**src/rtl/kw_watchdog_pkg.sv**
```systemverilog
package kw_watchdog_pkg;

    localparam int CNT_W_DEF  = 20;
    localparam int SHIFT_DEF  = 4;
    localparam int KEY_W      = 16;
    localparam int DATA_W_DEF = 32;

    localparam logic [KEY_W-1:0] KEY_HALT    = 16'h3877;
    localparam logic [KEY_W-1:0] KEY_GO      = 16'h4A4B;
    localparam logic [KEY_W-1:0] KEY_ACK_IRQ = 16'h7482;
    localparam logic [KEY_W-1:0] KEY_OPEN    = 16'hAB00;
    localparam logic [KEY_W-1:0] KEY_CLOSE   = 16'hAB01;
    localparam logic [KEY_W-1:0] KEY_FULL    = 16'hDEAF;

    typedef enum logic [2:0] {
        CMD_NONE,
        CMD_HALT,
        CMD_GO,
        CMD_ACK_IRQ,
        CMD_OPEN,
        CMD_CLOSE,
        CMD_FULL
    } kw_cmd_e;

    typedef struct packed {
        logic irq_pend;
        logic unlocked;
        logic running;
    } kw_status_t;

    function automatic kw_cmd_e kw_decode(input logic [KEY_W-1:0] key);
        kw_cmd_e c;
        case (key)
            KEY_HALT:    c = CMD_HALT;
            KEY_GO:      c = CMD_GO;
            KEY_ACK_IRQ: c = CMD_ACK_IRQ;
            KEY_OPEN:    c = CMD_OPEN;
            KEY_CLOSE:   c = CMD_CLOSE;
            KEY_FULL:    c = CMD_FULL;
            default:     c = CMD_NONE;
        endcase
        return c;
    endfunction

endpackage

```
**src/rtl/kw_cmd_decode.sv**
```systemverilog
module kw_cmd_decode
    import kw_watchdog_pkg::*;
(
    input  logic             wr_ctrl,
    input  logic [KEY_W-1:0] key,
    output kw_cmd_e          cmd
);

    always_comb begin
        cmd = CMD_NONE;
        if (wr_ctrl) begin
            cmd = kw_decode(key);
        end
    end

endmodule

```
**src/rtl/kw_ctrl_state.sv**
```systemverilog
module kw_ctrl_state
    import kw_watchdog_pkg::*;
(
    input  logic       clk,
    input  logic       rst,
    input  kw_cmd_e    cmd,
    input  logic       expire,
    output kw_status_t st
);

    always_ff @(posedge clk) begin
        if (rst) begin
            st <= '0;
        end else begin
            case (cmd)
                CMD_HALT:  st.running  <= 1'b0;
                CMD_GO:    st.running  <= 1'b1;
                CMD_OPEN:  st.unlocked <= 1'b1;
                CMD_CLOSE: st.unlocked <= 1'b0;
                default: ;
            endcase
            // expiry has priority over the acknowledge keyword
            if (expire) begin
                st.irq_pend <= 1'b1;
            end else if (cmd == CMD_ACK_IRQ) begin
                st.irq_pend <= 1'b0;
            end
        end
    end

    p_irq_sticky_r9: assert property (@(posedge clk) disable iff (rst)
        (st.irq_pend && cmd != CMD_ACK_IRQ) |=> st.irq_pend);

    p_expire_wins_r9: assert property (@(posedge clk) disable iff (rst)
        expire |=> st.irq_pend);

    p_junk_no_effect_r7: assert property (@(posedge clk) disable iff (rst)
        (cmd == CMD_NONE && !expire) |=> $stable(st));

    p_halt_r3: assert property (@(posedge clk) disable iff (rst)
        (cmd == CMD_HALT) |=> !st.running);

endmodule

```
**src/rtl/kw_down_counter.sv**
```systemverilog
module kw_down_counter #(
    parameter int CNT_W = 20,
    parameter int SHIFT = 4,
    localparam int REG_W = CNT_W - SHIFT
) (
    input  logic             clk,
    input  logic             rst,
    input  logic             tick_en,
    input  logic             running,
    input  logic             load_en,
    input  logic [REG_W-1:0] load_val,
    input  logic             load_full,
    output logic [CNT_W-1:0] cnt,
    output logic             expire,
    output logic             rst_req
);

    localparam logic [CNT_W-1:0] CNT_FULL = {{REG_W{1'b1}}, {SHIFT{1'b0}}};
    localparam logic [CNT_W-1:0] CNT_ONE  = CNT_W'(1);

    logic step;

    assign step   = running && tick_en && !load_en && !load_full;
    assign expire = step && (cnt == '0);

    always_ff @(posedge clk) begin
        if (rst) begin
            cnt     <= CNT_FULL;
            rst_req <= 1'b0;
        end else begin
            rst_req <= expire;
            if (load_en) begin
                cnt <= {load_val, {SHIFT{1'b0}}};
            end else if (load_full || expire) begin
                cnt <= CNT_FULL;
            end else if (step) begin
                cnt <= cnt - CNT_ONE;
            end
        end
    end

    p_step_down_r2: assert property (@(posedge clk) disable iff (rst)
        (running && tick_en && !load_en && !load_full && cnt != '0)
        |=> cnt == $past(cnt) - CNT_ONE);

    p_hold_r3: assert property (@(posedge clk) disable iff (rst)
        (!running && !load_en && !load_full) |=> $stable(cnt));

    p_load_shift_r5: assert property (@(posedge clk) disable iff (rst)
        load_en |=> cnt == {$past(load_val), {SHIFT{1'b0}}});

    p_full_r6: assert property (@(posedge clk) disable iff (rst)
        (load_full && !load_en) |=> cnt == CNT_FULL);

    p_expire_reload_r8: assert property (@(posedge clk) disable iff (rst)
        expire |=> (cnt == CNT_FULL) && rst_req);

    p_rst_one_cycle_r8: assert property (@(posedge clk) disable iff (rst)
        rst_req |=> !rst_req);

endmodule

```
**src/rtl/kw_watchdog.sv**
```systemverilog
module kw_watchdog
    import kw_watchdog_pkg::*;
#(
    parameter int              CNT_W    = CNT_W_DEF,
    parameter int              SHIFT    = SHIFT_DEF,
    parameter int              DATA_W   = DATA_W_DEF,
    parameter int              ADDR_W   = 3,
    parameter logic [ADDR_W-1:0] CTRL_OFF = 3'd0,
    parameter logic [ADDR_W-1:0] CNT_OFF  = 3'd4
) (
    input  logic              clk,
    input  logic              rst,
    input  logic              tick_en,
    input  logic              bus_wr,
    input  logic [ADDR_W-1:0] bus_addr,
    input  logic [DATA_W-1:0] bus_wdata,
    output logic [DATA_W-1:0] bus_rdata,
    output logic              irq,
    output logic              sys_rst_req
);

    localparam int REG_W = CNT_W - SHIFT;

    logic             wr_ctrl;
    logic             wr_cnt;
    logic             load_en;
    kw_cmd_e          cmd;
    kw_status_t       st;
    logic [CNT_W-1:0] cnt;
    logic             expire;
    logic             unused_wdata_hi;

    assign wr_ctrl = bus_wr && (bus_addr == CTRL_OFF);
    assign wr_cnt  = bus_wr && (bus_addr == CNT_OFF);
    assign load_en = wr_cnt && st.unlocked;
    assign unused_wdata_hi = ^bus_wdata[DATA_W-1:KEY_W];

    kw_cmd_decode u_dec (
        .wr_ctrl (wr_ctrl),
        .key     (bus_wdata[KEY_W-1:0]),
        .cmd     (cmd)
    );

    kw_ctrl_state u_state (
        .clk    (clk),
        .rst    (rst),
        .cmd    (cmd),
        .expire (expire),
        .st     (st)
    );

    kw_down_counter #(
        .CNT_W (CNT_W),
        .SHIFT (SHIFT)
    ) u_cnt (
        .clk       (clk),
        .rst       (rst),
        .tick_en   (tick_en),
        .running   (st.running),
        .load_en   (load_en),
        .load_val  (bus_wdata[REG_W-1:0]),
        .load_full (cmd == CMD_FULL),
        .cnt       (cnt),
        .expire    (expire),
        .rst_req   (sys_rst_req)
    );

    always_comb begin
        bus_rdata = '0;
        if (bus_addr == CTRL_OFF) begin
            bus_rdata[$bits(kw_status_t)-1:0] = st;
        end else if (bus_addr == CNT_OFF) begin
            bus_rdata[REG_W-1:0] = cnt[CNT_W-1:SHIFT];
        end
    end

    assign irq = st.irq_pend;

    p_locked_drop_r4: assert property (@(posedge clk) disable iff (rst)
        (wr_cnt && !st.unlocked && !st.running) |=> $stable(cnt));

    p_irq_before_req_r8: assert property (@(posedge clk) disable iff (rst)
        sys_rst_req |-> irq);

endmodule

```
**config.mk**
```make
export PLATFORM = sky130hd
export DESIGN_NAME = kw_watchdog
export DESIGN_NICKNAME = d
export VERILOG_FILES = /design/src/rtl/kw_watchdog_pkg.sv /design/src/rtl/kw_cmd_decode.sv /design/src/rtl/kw_ctrl_state.sv /design/src/rtl/kw_down_counter.sv /design/src/rtl/kw_watchdog.sv
export SDC_FILE = /design/constraint.sdc
export NUM_CORES = 1
export LEC_CHECK = 0
export CORE_MARGIN = 1
export CORE_UTILIZATION = 40
export CTS_BUF_LIST = sky130_fd_sc_hd__clkbuf_2 sky130_fd_sc_hd__clkbuf_4 sky130_fd_sc_hd__clkbuf_8
export DETAILED_ROUTE_END_ITERATION = 8
export GPL_TIMING_DRIVEN = 0
export PLACE_DENSITY = 0.69
export RECOVER_POWER = 25
export SKIP_LAST_GASP = 1
export SYNTH_ARGS = -nofsm -noshare
export SYNTH_HDL_FRONTEND = slang
export SYNTH_HIERARCHICAL = 1
export SYNTH_SLANG_ARGS = --single-unit
export TNS_END_PERCENT = 30
```
**constraint.sdc**
```tcl
create_clock -name clk -period 4.9 [get_ports clk]
set_clock_uncertainty 0.1 [all_clocks]
set_input_delay 1.47 -clock clk [delete_from_list [all_inputs] [get_ports clk]]
set_output_delay 1.47 -clock clk [all_outputs]
set_load 0.02 [all_outputs]
```
=== After elaboration in Yosys (flattened, before gate mapping) ===
Cells that the tools add are included.
W data, S select, Z words.

* Register bits: 24
* Bits in latches: 0
* Bits in writable memories: 0
* Memory bits (read-only): 0
* Input bits: 39
* Output and inout port bits: 34
* Logic and storage cells: 49
* Memories: 0

* Add/sub/neg operators: 1
* $mul: 0
* Div/mod/pow operators: 0
* Order comparisons: 0
* Equal/unequal tests: 13
* Shift operators: 0
* Muxes and demuxes: 12
* Bitwise logic cells: 0
* Reductions and logical operators: 17

{| class="wikitable"
|+ Operator list
! operator !! number
|-
| $mux W20 || 3
|-
| $eq A16 B16 Y1 const B || 3
|-
| $eq A16 B15 Y1 const B || 2
|-
| $logic_not A20 Y1 || 1
|-
| $sub A20 B1 Y20 const B || 1
|-
| $pmux W3 S6 || 1
|-
| $eq A16 B14 Y1 const B || 1
|-
| $mux W16 || 1
|-
| $mux W13 || 1
|-
| $eq A3 B3 Y1 const B || 4
|-
| $logic_and A1 B1 Y1 || 7
|-
| $eq A3 B2 Y1 const B || 2
|-
| $mux W3 || 2
|-
| $reduce_bool A2 Y1 || 3
|-
| $pmux W1 S2 || 2
|-
| $eq A3 B1 Y1 const B || 1
|-
| $logic_not A3 Y1 || 1
|-
| $reduce_bool A3 Y1 || 1
|-
| $reduce_or A3 Y1 || 1
|-
| $logic_not A1 Y1 || 2
|-
| $mux W1 || 2
|-
| $logic_or A1 B1 Y1 || 1
|}

=== Logic depth before layout (Yosys ltp) ===
Gate-level depths: netlist of the first run.

* Depth after elaboration: 10
* Gate-level depth with buffers: 13
* Gate-level depth less buffers: 11

=== By module ===
Netlist of the first run, hierarchy kept.

{| class="wikitable"
|+ Modules (own cells, without submodules)
! module !! times used !! cells an instance !! area an instance (µm²) !! sequential area each (µm²)
|-
| kw_down_counter || 1 || 157 || 1303.8 || 420.4
|-
| kw_watchdog || 1 || 44 || 310.3 || 0.0
|-
| kw_cmd_decode || 1 || 33 || 227.7 || 0.0
|-
| kw_ctrl_state || 1 || 13 || 117.6 || 60.1
|}

=== Worst setup path before layout of the first run ===
No wires, ideal clock.

* Kind: in2reg
* Start point: input port bus_addr[2]
* End point: register u_cnt.cnt[18]
* Library setup time: 74 ps
* Arrival: 4011 ps
* Data required time: 4726 ps
* Path slack: 715 ps
* Stages: 13
* Buffers on the path: 3
* Cell sequence: buf_4 -> nor4b_1 -> inv_1 -> or3_1 -> o211ai_2 -> nor2_1 -> nor4bb_1 -> buf_2 -> nand4b_1 -> o21ai_4 -> buf_6 -> a211oi_2 -> o22ai_2

* Longest elaborated chain between the ends: 10
* Elaborated cells on any way between the ends: 16
* Those cells by class: eq/ne (2); mux (3); reduce/logical (11)

{| class="wikitable"
|+ RTL lines
! element !! RTL line !! RTL
|-
| start, declared || kw_watchdog.sv:15 || <nowiki>input logic [ADDR_W-1:0] bus_addr,</nowiki>
|-
| $logic_not A3 Y1 (*) || kw_watchdog.sv:33 || <nowiki>assign wr_ctrl = bus_wr && (bus_addr == CTRL_OFF);</nowiki>
|-
| $logic_and A1 B1 Y1 (*) || kw_watchdog.sv:33 ||
|-
| named net wr_ctrl || kw_watchdog.sv:24 || <nowiki>logic wr_ctrl;</nowiki>
|-
| $mux W3 (*) || kw_cmd_decode.sv:11 || <nowiki>if (wr_ctrl) begin</nowiki>
|-
| named net cmd[0] || kw_watchdog.sv:27 || <nowiki>kw_cmd_e cmd;</nowiki>
|-
| $eq A3 B3 Y1 (*) || kw_watchdog.sv:62 || <nowiki>.load_full (cmd == CMD_FULL),</nowiki>
|-
| $logic_not A1 Y1 || kw_down_counter.sv:23 || <nowiki>assign step = running && tick_en && !load_en && !load_full;</nowiki>
|-
| $logic_and A1 B1 Y1 || kw_down_counter.sv:23 ||
|-
| $logic_and A1 B1 Y1 || kw_down_counter.sv:24 || <nowiki>assign expire = step && (cnt == '0);</nowiki>
|-
| $logic_or A1 B1 Y1 || kw_down_counter.sv:34 || <nowiki>end else if (load_full || expire) begin</nowiki>
|-
| $mux W20 || kw_down_counter.sv:34 ||
|-
| $mux W20 || kw_down_counter.sv:32 || <nowiki>if (load_en) begin</nowiki>
|-
| end signal, assigned || kw_down_counter.sv:33 || <nowiki>cnt <= {load_val, {SHIFT{1'b0}}};</nowiki>
|-
| end signal, assigned || kw_down_counter.sv:37 || <nowiki>cnt <= cnt - CNT_ONE;</nowiki>
|-
| end, declared || kw_down_counter.sv:13 || <nowiki>output logic [CNT_W-1:0] cnt,</nowiki>
|}

Mark *: on every way through the listed nets, which the timed path passes. The rest lies on a longest branch.
A chain may end at the register's enable or synchronous reset.

=== Final worst setup path of the first run ===
* Start point: input port bus_addr[1]
* End point: output port bus_rdata[13]

* Longest elaborated chain between the ends: 3
* Elaborated cells on any way between the ends: 4
* Those cells by class: eq/ne (1); mux (2); reduce/logical (1)

{| class="wikitable"
|+ RTL lines
! element !! RTL line !! RTL
|-
| $eq A3 B3 Y1 || kw_watchdog.sv:72 || <nowiki>end else if (bus_addr == CNT_OFF) begin</nowiki>
|-
| $mux W16 || kw_watchdog.sv:72 ||
|-
| $mux W13 (*) || kw_watchdog.sv:70 || <nowiki>if (bus_addr == CTRL_OFF) begin</nowiki>
|-
| end, declared || kw_watchdog.sv:17 || <nowiki>output logic [DATA_W-1:0] bus_rdata,</nowiki>
|}

Mark *: on every way between the ends. The rest lies on a longest branch, timed or not.

==> impl_metrics.prom, run 1 <==
# TYPE chip_impl_metric gauge
chip_impl_info{name="status",value="finished, violations left"} 1
chip_impl_info{name="violations_in_the_final_reports",value="DRC"} 1
chip_impl_metric{name="vias",unit=""} 2034
chip_impl_metric{name="number_of_global_route_vias_before_repair",unit=""} 1856
chip_impl_metric{name="postSynthAreaPerCell",unit="µm²"} 7.93
chip_impl_metric{name="final_period_minus_worst_setup_slack",unit="ps"} 4760
chip_impl_metric{name="fin_cells",unit=""} 372
chip_impl_metric{name="grt.overflow.total",unit=""} 0
chip_impl_metric{name="core_area",unit="µm²"} 4720
chip_impl_metric{name="areaGrowthSynthToFinish",unit="%"} 29.9
chip_impl_metric{name="clkSlewWorstSetupHoldPaths",unit="ps"} 90
chip_impl_metric{name="vdd.ir_drop.worst",unit="mV"} 0.111
chip_impl_metric{name="dieArea",unit="µm²"} 5180
chip_impl_info{name="synth_commonest_cells",value="24 x sky130_fd_sc_hd__dfxtp_1, 23 x sky130_fd_sc_hd__nor2_1, 20 x sky130_fd_sc_hd__nor3_1"} 1
chip_impl_metric{name="synth.distinct_cells",unit=""} 66
chip_impl_metric{name="timing_max_transition_violations_final",unit=""} 0
chip_impl_metric{name="layout.core_utilization",unit="%"} 53.9
chip_impl_metric{name="die-width",unit="µm"} 72.0
chip_impl_metric{name="synth_warnings",unit=""} 6
chip_impl_metric{name="postRouteWirelength",unit="mm"} 5.63
chip_impl_metric{name="power.density_cell_area",unit="nW/µm²"} 167
chip_impl_metric{name="drc",unit=""} 2
chip_impl_info{name="synth.most_common_cell",value="sky130_fd_sc_hd__dfxtp_1"} 1
chip_impl_info{name="timing.critical_path.to_type",value="output port"} 1
chip_impl_metric{name="post_cts_repair_timing_setup_buffer_count",unit=""} 0
chip_impl_metric{name="timing.slew.headroom",unit="%"} 41.5
chip_impl_info{name="clock_tree.root_cell",value="sky130_fd_sc_hd__clkbuf_8"} 1
chip_impl_metric{name="initial_core_util",unit="%"} 41.5
chip_impl_metric{name="worst_pin_slew",unit="ps"} 871
chip_impl_metric{name="report.power.total",unit="mW"} 0.426
chip_impl_metric{name="numPortBuffers",unit=""} 39
chip_impl_metric{name="r2r_cells",unit=""} 8
chip_impl_metric{name="pin_count",unit=""} 73
chip_impl_metric{name="final_min_period_over_clock_period",unit="%"} 97.2
chip_impl_metric{name="global_route.usage.total",unit="%"} 22.2
chip_impl_info{name="crit-reg2reg-launch",value="u_state/st[1]"} 1
chip_impl_metric{name="post_synth_instance_area",unit="µm²"} 1960
chip_impl_metric{name="post_drt_via_cell_ratio",unit=""} 5.47
chip_impl_info{name="timing.setup.critical_path_class",value="input port to output port"} 1
chip_impl_info{name="r2r_end",value="u_cnt/cnt[15]"} 1
chip_impl_metric{name="die_y",unit="µm"} 72.0
chip_impl_metric{name="grt_pass1_wl",unit="mm"} 9.04
chip_impl_metric{name="clock_latency",unit="ps"} 270
chip_impl_metric{name="grt_start_max_net_pins",unit=""} 14
chip_impl_metric{name="post-synth-top-area-fraction",unit="%"} 24.5
chip_impl_metric{name="critical_path.max_fanout",unit=""} 10
chip_impl_metric{name="ys_async_sr_fraction",unit="%"} 0
chip_impl_info{name="tritoncts_clock_tree",value="done"} 1
chip_impl_metric{name="fraction_of_the_yosys_area_taken_by_sequential_cells",unit="%"} 24.5
chip_impl_metric{name="max-clock-path-buffers",unit=""} 2
chip_impl_info{name="synth.largest_area_cell",value="sky130_fd_sc_hd__dfxtp_1"} 1
chip_impl_metric{name="diode_insertion_count_for_antenna_repair",unit=""} 0
chip_impl_metric{name="tritoncts_sinks",unit=""} 24
chip_impl_metric{name="p_leak",unit="nW"} 0.951
chip_impl_metric{name="cp_data_required_time",unit="ps"} 3330
chip_impl_metric{name="setup_violations",unit=""} 0
chip_impl_metric{name="worst_ep_arrival_time",unit="ps"} 3190
chip_impl_metric{name="synthCells",unit=""} 247
chip_impl_info{name="synthFlopType",value="sky130_fd_sc_hd__dfxtp_1"} 1
chip_impl_metric{name="route.detailed.wl_per_inst",unit="µm"} 15.1
chip_impl_metric{name="final_layout_size_suffix_gt1_share",unit="%"} 14.8
chip_impl_metric{name="placementRows",unit=""} 25
chip_impl_metric{name="ant_nets",unit=""} 0
chip_impl_metric{name="numCtsBuffers",unit=""} 3
chip_impl_metric{name="hpwl",unit="mm"} 4.33
chip_impl_metric{name="finalHoldViolCount",unit=""} 0
chip_impl_metric{name="synth_enable_flop_cells",unit=""} 0
chip_impl_info{name="holdPathEnd",value="u_cnt/cnt[16]"} 1
chip_impl_info{name="yosys-top-cells-area",value="sky130_fd_sc_hd__dfxtp_1 25%, sky130_fd_sc_hd__buf_4 6.5%, sky130_fd_sc_hd__nor3_1 5.1%"} 1
chip_impl_metric{name="final_stage_net_count",unit=""} 346
chip_impl_info{name="grt_setup_unrepaired",value="yes"} 1
chip_impl_metric{name="place.gp.congestion",unit=""} 0.921
chip_impl_metric{name="achievable-frequency",unit="MHz"} 210
chip_impl_info{name="cp-start-kind",value="input port"} 1
chip_impl_metric{name="dp.cells",unit=""} 368
chip_impl_metric{name="timing.reg2reg.setup_slack",unit="ps"} 2500
chip_impl_metric{name="cts-htree-levels",unit=""} 1
chip_impl_info{name="worstHoldPathType",value="flip-flop to flip-flop"} 1
chip_impl_metric{name="initial_antenna_violation_count",unit=""} 0
chip_impl_metric{name="min_path_cells",unit=""} 2
chip_impl_metric{name="drt-initial-drc-count",unit=""} 180
chip_impl_metric{name="synth-seq-cells",unit=""} 24
chip_impl_metric{name="max_cap_violations",unit=""} 0
chip_impl_metric{name="drt_first_pass_iters",unit=""} 6
chip_impl_info{name="worstHoldStart",value="u_cnt/cnt[16]"} 1
worst max-delay path by stage:
| stage | to | startpoint | depth (start not counted) |
|---|---|---|---|
| final | bus_rdata[13] | bus_addr[1] | 5 |
| after global routing | u_cnt/cnt[15] | bus_addr[1] | 13 |
| after CTS | bus_rdata[11] | bus_addr[1] | 5 |
| after detailed placement | u_cnt/cnt[15] | bus_addr[1] | 13 |
| after global placement | u_cnt/cnt[15] | bus_addr[1] | 13 |
| after floorplan | u_cnt/cnt[18] | bus_addr[2] | 13 |
placed cells by master, fill, tap and decap left out, drive strengths merged, types with 4 or more instances in the layout:
cell / n
nor4: 6
nor2b: 4
nor2: 24
o21ai: 12
a221oi: 4
dfxtp: 24
and3: 15
inv: 7
clkbuf: 6
clkdlybuf4s50: 34
dlygate4sd3: 5
conb: 16
nor3: 20
nand2: 16
buf: 22
a21oi: 13
xnor2: 9
nand4: 5
xor2: 4
routing by layer:
layer  up-vias  GRT usage, %  routed length, µm
li1       1004             -                  -
met1       945          31.2               2660
met2        81          35.6               2620
met3         4          2.08                304
met4         0          7.63                 46
met5         -             0                  0
logic make-up (layout without fill, tap and decap cells):
| group | after synthesis | after routing | share of synthesized area, % |
|---|---|---|---|
| adders and majority gates | 1 | 1 | 0.638 |
| muxes | 3 | 3 | 1.53 |
| buffers and inverters | 32 | 75 | 10.9 |
| and+or+nand+nor | 116 | 116 | 35.2 |
| AOI/OAI and AO/OA | 57 | 57 | 21.2 |
| xor gates and xnor gates | 13 | 13 | 5.81 |
| other | 1 | 16 | 0.191 |
| DFF | 24 | 24 | 24.5 |
registers in the layout (all words and copies together), names as in the netlist:
name / cells
u_cnt/cnt: 20
u_cnt/rst_req: 1
u_state/st: 3
report_power, final:
part | internal [mW] | total, mW | switching (mW)
registers | 0.196 | 0.199 | 0.00265
clock network | 0.0717 | 0.139 | 0.0668
logic | 0.0431 | 0.0884 | 0.0454
cell type report:
class,count,area (µm²)
Buffer,25,188
Timing Repair Buffer,39,390
Sequential cell,24,480
Inverter,7,26.3
Fill cell,476,2180
Multi-Input combinational cell,206,1320
Tap cell,67,83.8
Clock buffer,4,55.1
repair_timing:
| item | 4_1_cts | 5_1_grt |
|---|---|---|
| resized for setup | 1 | 0 |
| hold buffers | 0 | 0 |
| setup endpoints to repair | 3 | 1 |
metrics by stage:
| stage | cell area (µm²) | setup WS, ps | TNS, ps | hold WS, ps |
|---|---|---|---|---|
| 2_1_floorplan | 2020 | 715 | 0 | 352 |
| 3_3_place_gp | 2490 | -246 | -2260 | 372 |
| 3_5_place_dp | 2490 | -313 | -3380 | 377 |
| 4_1_cts | 2550 | 139 | 0 | 391 |
| 5_1_grt | 2540 | -6.89 | -6.89 | 431 |
| 6_report | 2540 | 137 | 0 | 402 |
critical path: stages:
cell	delay [ps]
sky130_fd_sc_hd__clkdlybuf4s50_1	500
sky130_fd_sc_hd__nor2_2	310
sky130_fd_sc_hd__buf_6	170
sky130_fd_sc_hd__and3_1	150
sky130_fd_sc_hd__clkdlybuf4s50_1	590
Power figures use the tool's default switching activity.
==> run 2: changes to the inputs <==
- SETUP_SLACK_MARGIN: not set -> 0.02
==> results of run 2 <==
The final DEF is identical to that of run 1; final timing and power are the same.
==> run 3: changes to the inputs <==
- CTS_CLUSTER_DIAMETER: not set -> 30
- PLACE_DENSITY: 0.69 -> 0.73
==> impl_metrics.prom, run 3 (synthesis gave the netlist of run 1 again) <==
# TYPE chip_impl_metric gauge
chip_impl_info{name="status",value="finished, violations left"} 1
chip_impl_info{name="violations_in_the_final_reports",value="DRC"} 1
chip_impl_info{name="crit-reg2reg-launch",value="u_state/st[1]"} 1
chip_impl_metric{name="post_drt_via_cell_ratio",unit=""} 5.45
chip_impl_metric{name="grt.overflow.total",unit=""} 0
chip_impl_metric{name="drt-initial-drc-count",unit=""} 127
chip_impl_metric{name="p_int",unit="mW"} 0.311
chip_impl_metric{name="ant_nets",unit=""} 0
chip_impl_info{name="timing.setup.critical_path_class",value="input port to output port"} 1
chip_impl_metric{name="final_layout_size_suffix_gt1_share",unit="%"} 14.8
chip_impl_metric{name="timing_max_transition_violations_final",unit=""} 0
chip_impl_metric{name="number_of_global_route_vias_before_repair",unit=""} 1796
chip_impl_metric{name="initial_antenna_violation_count",unit=""} 0
chip_impl_metric{name="grt_start_max_net_pins",unit=""} 14
chip_impl_metric{name="diode_insertion_count_for_antenna_repair",unit=""} 0
chip_impl_metric{name="final_min_period_over_clock_period",unit="%"} 97.0
chip_impl_metric{name="timing.setup.tns",unit="ps"} 0
chip_impl_metric{name="numPortBuffers",unit=""} 39
chip_impl_info{name="worstHoldPathType",value="flip-flop to flip-flop"} 1
chip_impl_metric{name="power.net_switching",unit="mW"} 0.113
chip_impl_metric{name="clock_latency",unit="ps"} 260
chip_impl_metric{name="cp_data_required_time",unit="ps"} 3330
chip_impl_metric{name="postRouteWirelength",unit="mm"} 5.41
chip_impl_info{name="layout.cells.most_common",value="sky130_fd_sc_hd__clkdlybuf4s50_1"} 1
chip_impl_metric{name="finalHoldViolCount",unit=""} 0
chip_impl_metric{name="dieArea",unit="µm²"} 5180
chip_impl_info{name="tritoncts_clock_tree",value="done"} 1
chip_impl_metric{name="vdd.ir_drop.worst",unit="mV"} 0.112
chip_impl_metric{name="largest_register_ff_count",unit=""} 20
chip_impl_info{name="clock_tree.root_cell",value="sky130_fd_sc_hd__clkbuf_8"} 1
chip_impl_info{name="timing.critical_path.to_type",value="output port"} 1
chip_impl_metric{name="sw_frac_of_total",unit="%"} 26.6
chip_impl_metric{name="die_y",unit="µm"} 72.0
chip_impl_metric{name="max_cap_violations",unit=""} 0
chip_impl_metric{name="pin_count",unit=""} 73
chip_impl_metric{name="worst_setup_slack_after_layout",unit="ps"} 147
chip_impl_metric{name="placementRows",unit=""} 25
chip_impl_metric{name="setup_violations",unit=""} 0
chip_impl_metric{name="share_clk_of_total_power",unit="%"} 32.2
chip_impl_metric{name="final_stage_net_count",unit=""} 346
chip_impl_metric{name="fin_area",unit="µm²"} 2540
chip_impl_info{name="grt_setup_unrepaired",value="yes"} 1
chip_impl_info{name="cp-start-kind",value="input port"} 1
chip_impl_metric{name="logic_gate_share_of_total_power",unit="%"} 20.8
chip_impl_metric{name="die-width",unit="µm"} 72.0
chip_impl_metric{name="timing.slew.headroom",unit="%"} 48.1
chip_impl_metric{name="dpl_cell_area",unit="µm²"} 2490
chip_impl_metric{name="min_path_cells",unit=""} 2
chip_impl_metric{name="hpwl",unit="mm"} 4.23
chip_impl_metric{name="place.gp.congestion",unit=""} 0.939
chip_impl_metric{name="seq_power_share",unit="%"} 47.0
chip_impl_metric{name="power.density_cell_area",unit="nW/µm²"} 166
chip_impl_metric{name="timing.reg2reg.setup_slack",unit="ps"} 2540
chip_impl_metric{name="initial_core_util",unit="%"} 41.5
chip_impl_metric{name="numCtsBuffers",unit=""} 3
chip_impl_metric{name="max-clock-path-buffers",unit=""} 2
chip_impl_info{name="r2r_end",value="u_cnt/cnt[15]"} 1
chip_impl_metric{name="vias",unit=""} 2026
chip_impl_metric{name="final_period_minus_worst_setup_slack",unit="ps"} 4750
chip_impl_metric{name="pre_cts_slack",unit="ps"} -216
chip_impl_metric{name="route.detailed.wl_per_inst",unit="µm"} 14.5
chip_impl_metric{name="global_route.usage.total",unit="%"} 21.8
chip_impl_metric{name="areaGrowthSynthToFinish",unit="%"} 29.9
chip_impl_info{name="holdPathEnd",value="u_cnt/cnt[16]"} 1
chip_impl_metric{name="drt_first_pass_iters",unit=""} 6
chip_impl_metric{name="clkSlewWorstSetupHoldPaths",unit="ps"} 90
chip_impl_metric{name="post_cts.resized_instances",unit=""} 0
chip_impl_info{name="registers.top_by_ff_count",value="u_cnt/cnt"} 1
chip_impl_metric{name="worst_ep_arrival_time",unit="ps"} 3180
chip_impl_info{name="layout.cells.most_common_list",value="33 x sky130_fd_sc_hd__clkdlybuf4s50_1, 24 x sky130_fd_sc_hd__dfxtp_1, 23 x sky130_fd_sc_hd__nor2_1"} 1
chip_impl_metric{name="r2r_cells",unit=""} 8
chip_impl_metric{name="cts-htree-levels",unit=""} 1
chip_impl_metric{name="drc",unit=""} 2
chip_impl_info{name="top_regs",value="u_cnt/cnt: 20 flops, u_state/st: 3 flops, u_cnt/rst_req: 1 flops"} 1
chip_impl_metric{name="core_area",unit="µm²"} 4720
chip_impl_metric{name="tritoncts_sinks",unit=""} 24
chip_impl_metric{name="worst_pin_slew",unit="ps"} 772
chip_impl_metric{name="p_leak",unit="nW"} 0.951
chip_impl_metric{name="grt_pass1_wl",unit="mm"} 8.91
chip_impl_info{name="worstHoldStart",value="u_cnt/cnt[16]"} 1
chip_impl_metric{name="achievable-frequency",unit="MHz"} 210
chip_impl_metric{name="post_cts_hold_fix_bufs",unit=""} 0
chip_impl_metric{name="post_cts_repair_timing_setup_buffer_count",unit=""} 0
chip_impl_metric{name="critical_path.max_fanout",unit=""} 10
[run 3: how the worst max path moves through the flow]
| stage | end | slack (ps) | start |
|---|---|---|---|
| final | bus_rdata[10] | 150 | bus_addr[1] |
| after global routing | u_cnt/cnt[15] | 6 | bus_addr[1] |
| after CTS | u_cnt/cnt[15] | 50 | bus_addr[1] |
| after detailed placement | u_cnt/cnt[15] | -220 | bus_addr[1] |
| after global placement | u_cnt/cnt[15] | -190 | bus_addr[1] |
| after floorplan | u_cnt/cnt[18] | 720 | bus_addr[2] |
[run 3: power groups by stage]
| stage | Sequential, mW | Combinational (mW) | Clock (mW) |
|---|---|---|---|
| 4_1_cts | 0.199 | 0.0879 | 0.138 |
| 6_report | 0.199 | 0.0880 | 0.137 |
| 2_1_floorplan | 0.203 | 0.0472 | 0 |
| 3_3_place_gp | 0.203 | 0.0873 | 0 |
| 5_1_grt | 0.199 | 0.0949 | 0.146 |
| 3_5_place_dp | 0.203 | 0.0877 | 0 |
[run 3: critical path: stages]
cell	delay (ps)
sky130_fd_sc_hd__clkdlybuf4s50_1	490
sky130_fd_sc_hd__nor2_2	300
sky130_fd_sc_hd__buf_6	170
sky130_fd_sc_hd__and3_1	150
sky130_fd_sc_hd__clkdlybuf4s50_1	590
[run 3: final cells by class]
type / count / area [µm²]
tap: 67 / 83.8
timing repair buffer: 39 / 390
buffer: 25 / 188
inverter: 7 / 26.3
sequential: 24 / 480
clock buffer: 4 / 55.1
fill: 470 / 2180
multi-input combinational: 206 / 1320
[run 3: per-layer routing]
metal / wire, µm / track usage [%] / share of wire [%] / vias to the layer above
met2: 2350 / 32.9 / 43 / 103
li1: - / - / - / 1005
met5: 0 / 0 / 0 / -
met1: 2540 / 31.0 / 47 / 907
met4: 125 / 8.50 / 2.3 / 0
met3: 392 / 3.47 / 7.2 / 11
[run 3: metrics by stage]
| stage | hold slack [ps] | instances | utilization, % | total power [mW] |
|---|---|---|---|---|
| CTS | 392 | 372 | 53.9 | 0.425 |
| floorplan | 352 | 262 | - | 0.250 |
| global route | 428 | 372 | 53.9 | 0.440 |
| detailed placement | 378 | 368 | 52.7 | 0.291 |
| finish | 392 | 372 | 53.9 | 0.424 |
| global placement | 373 | 368 | 52.7 | 0.291 |
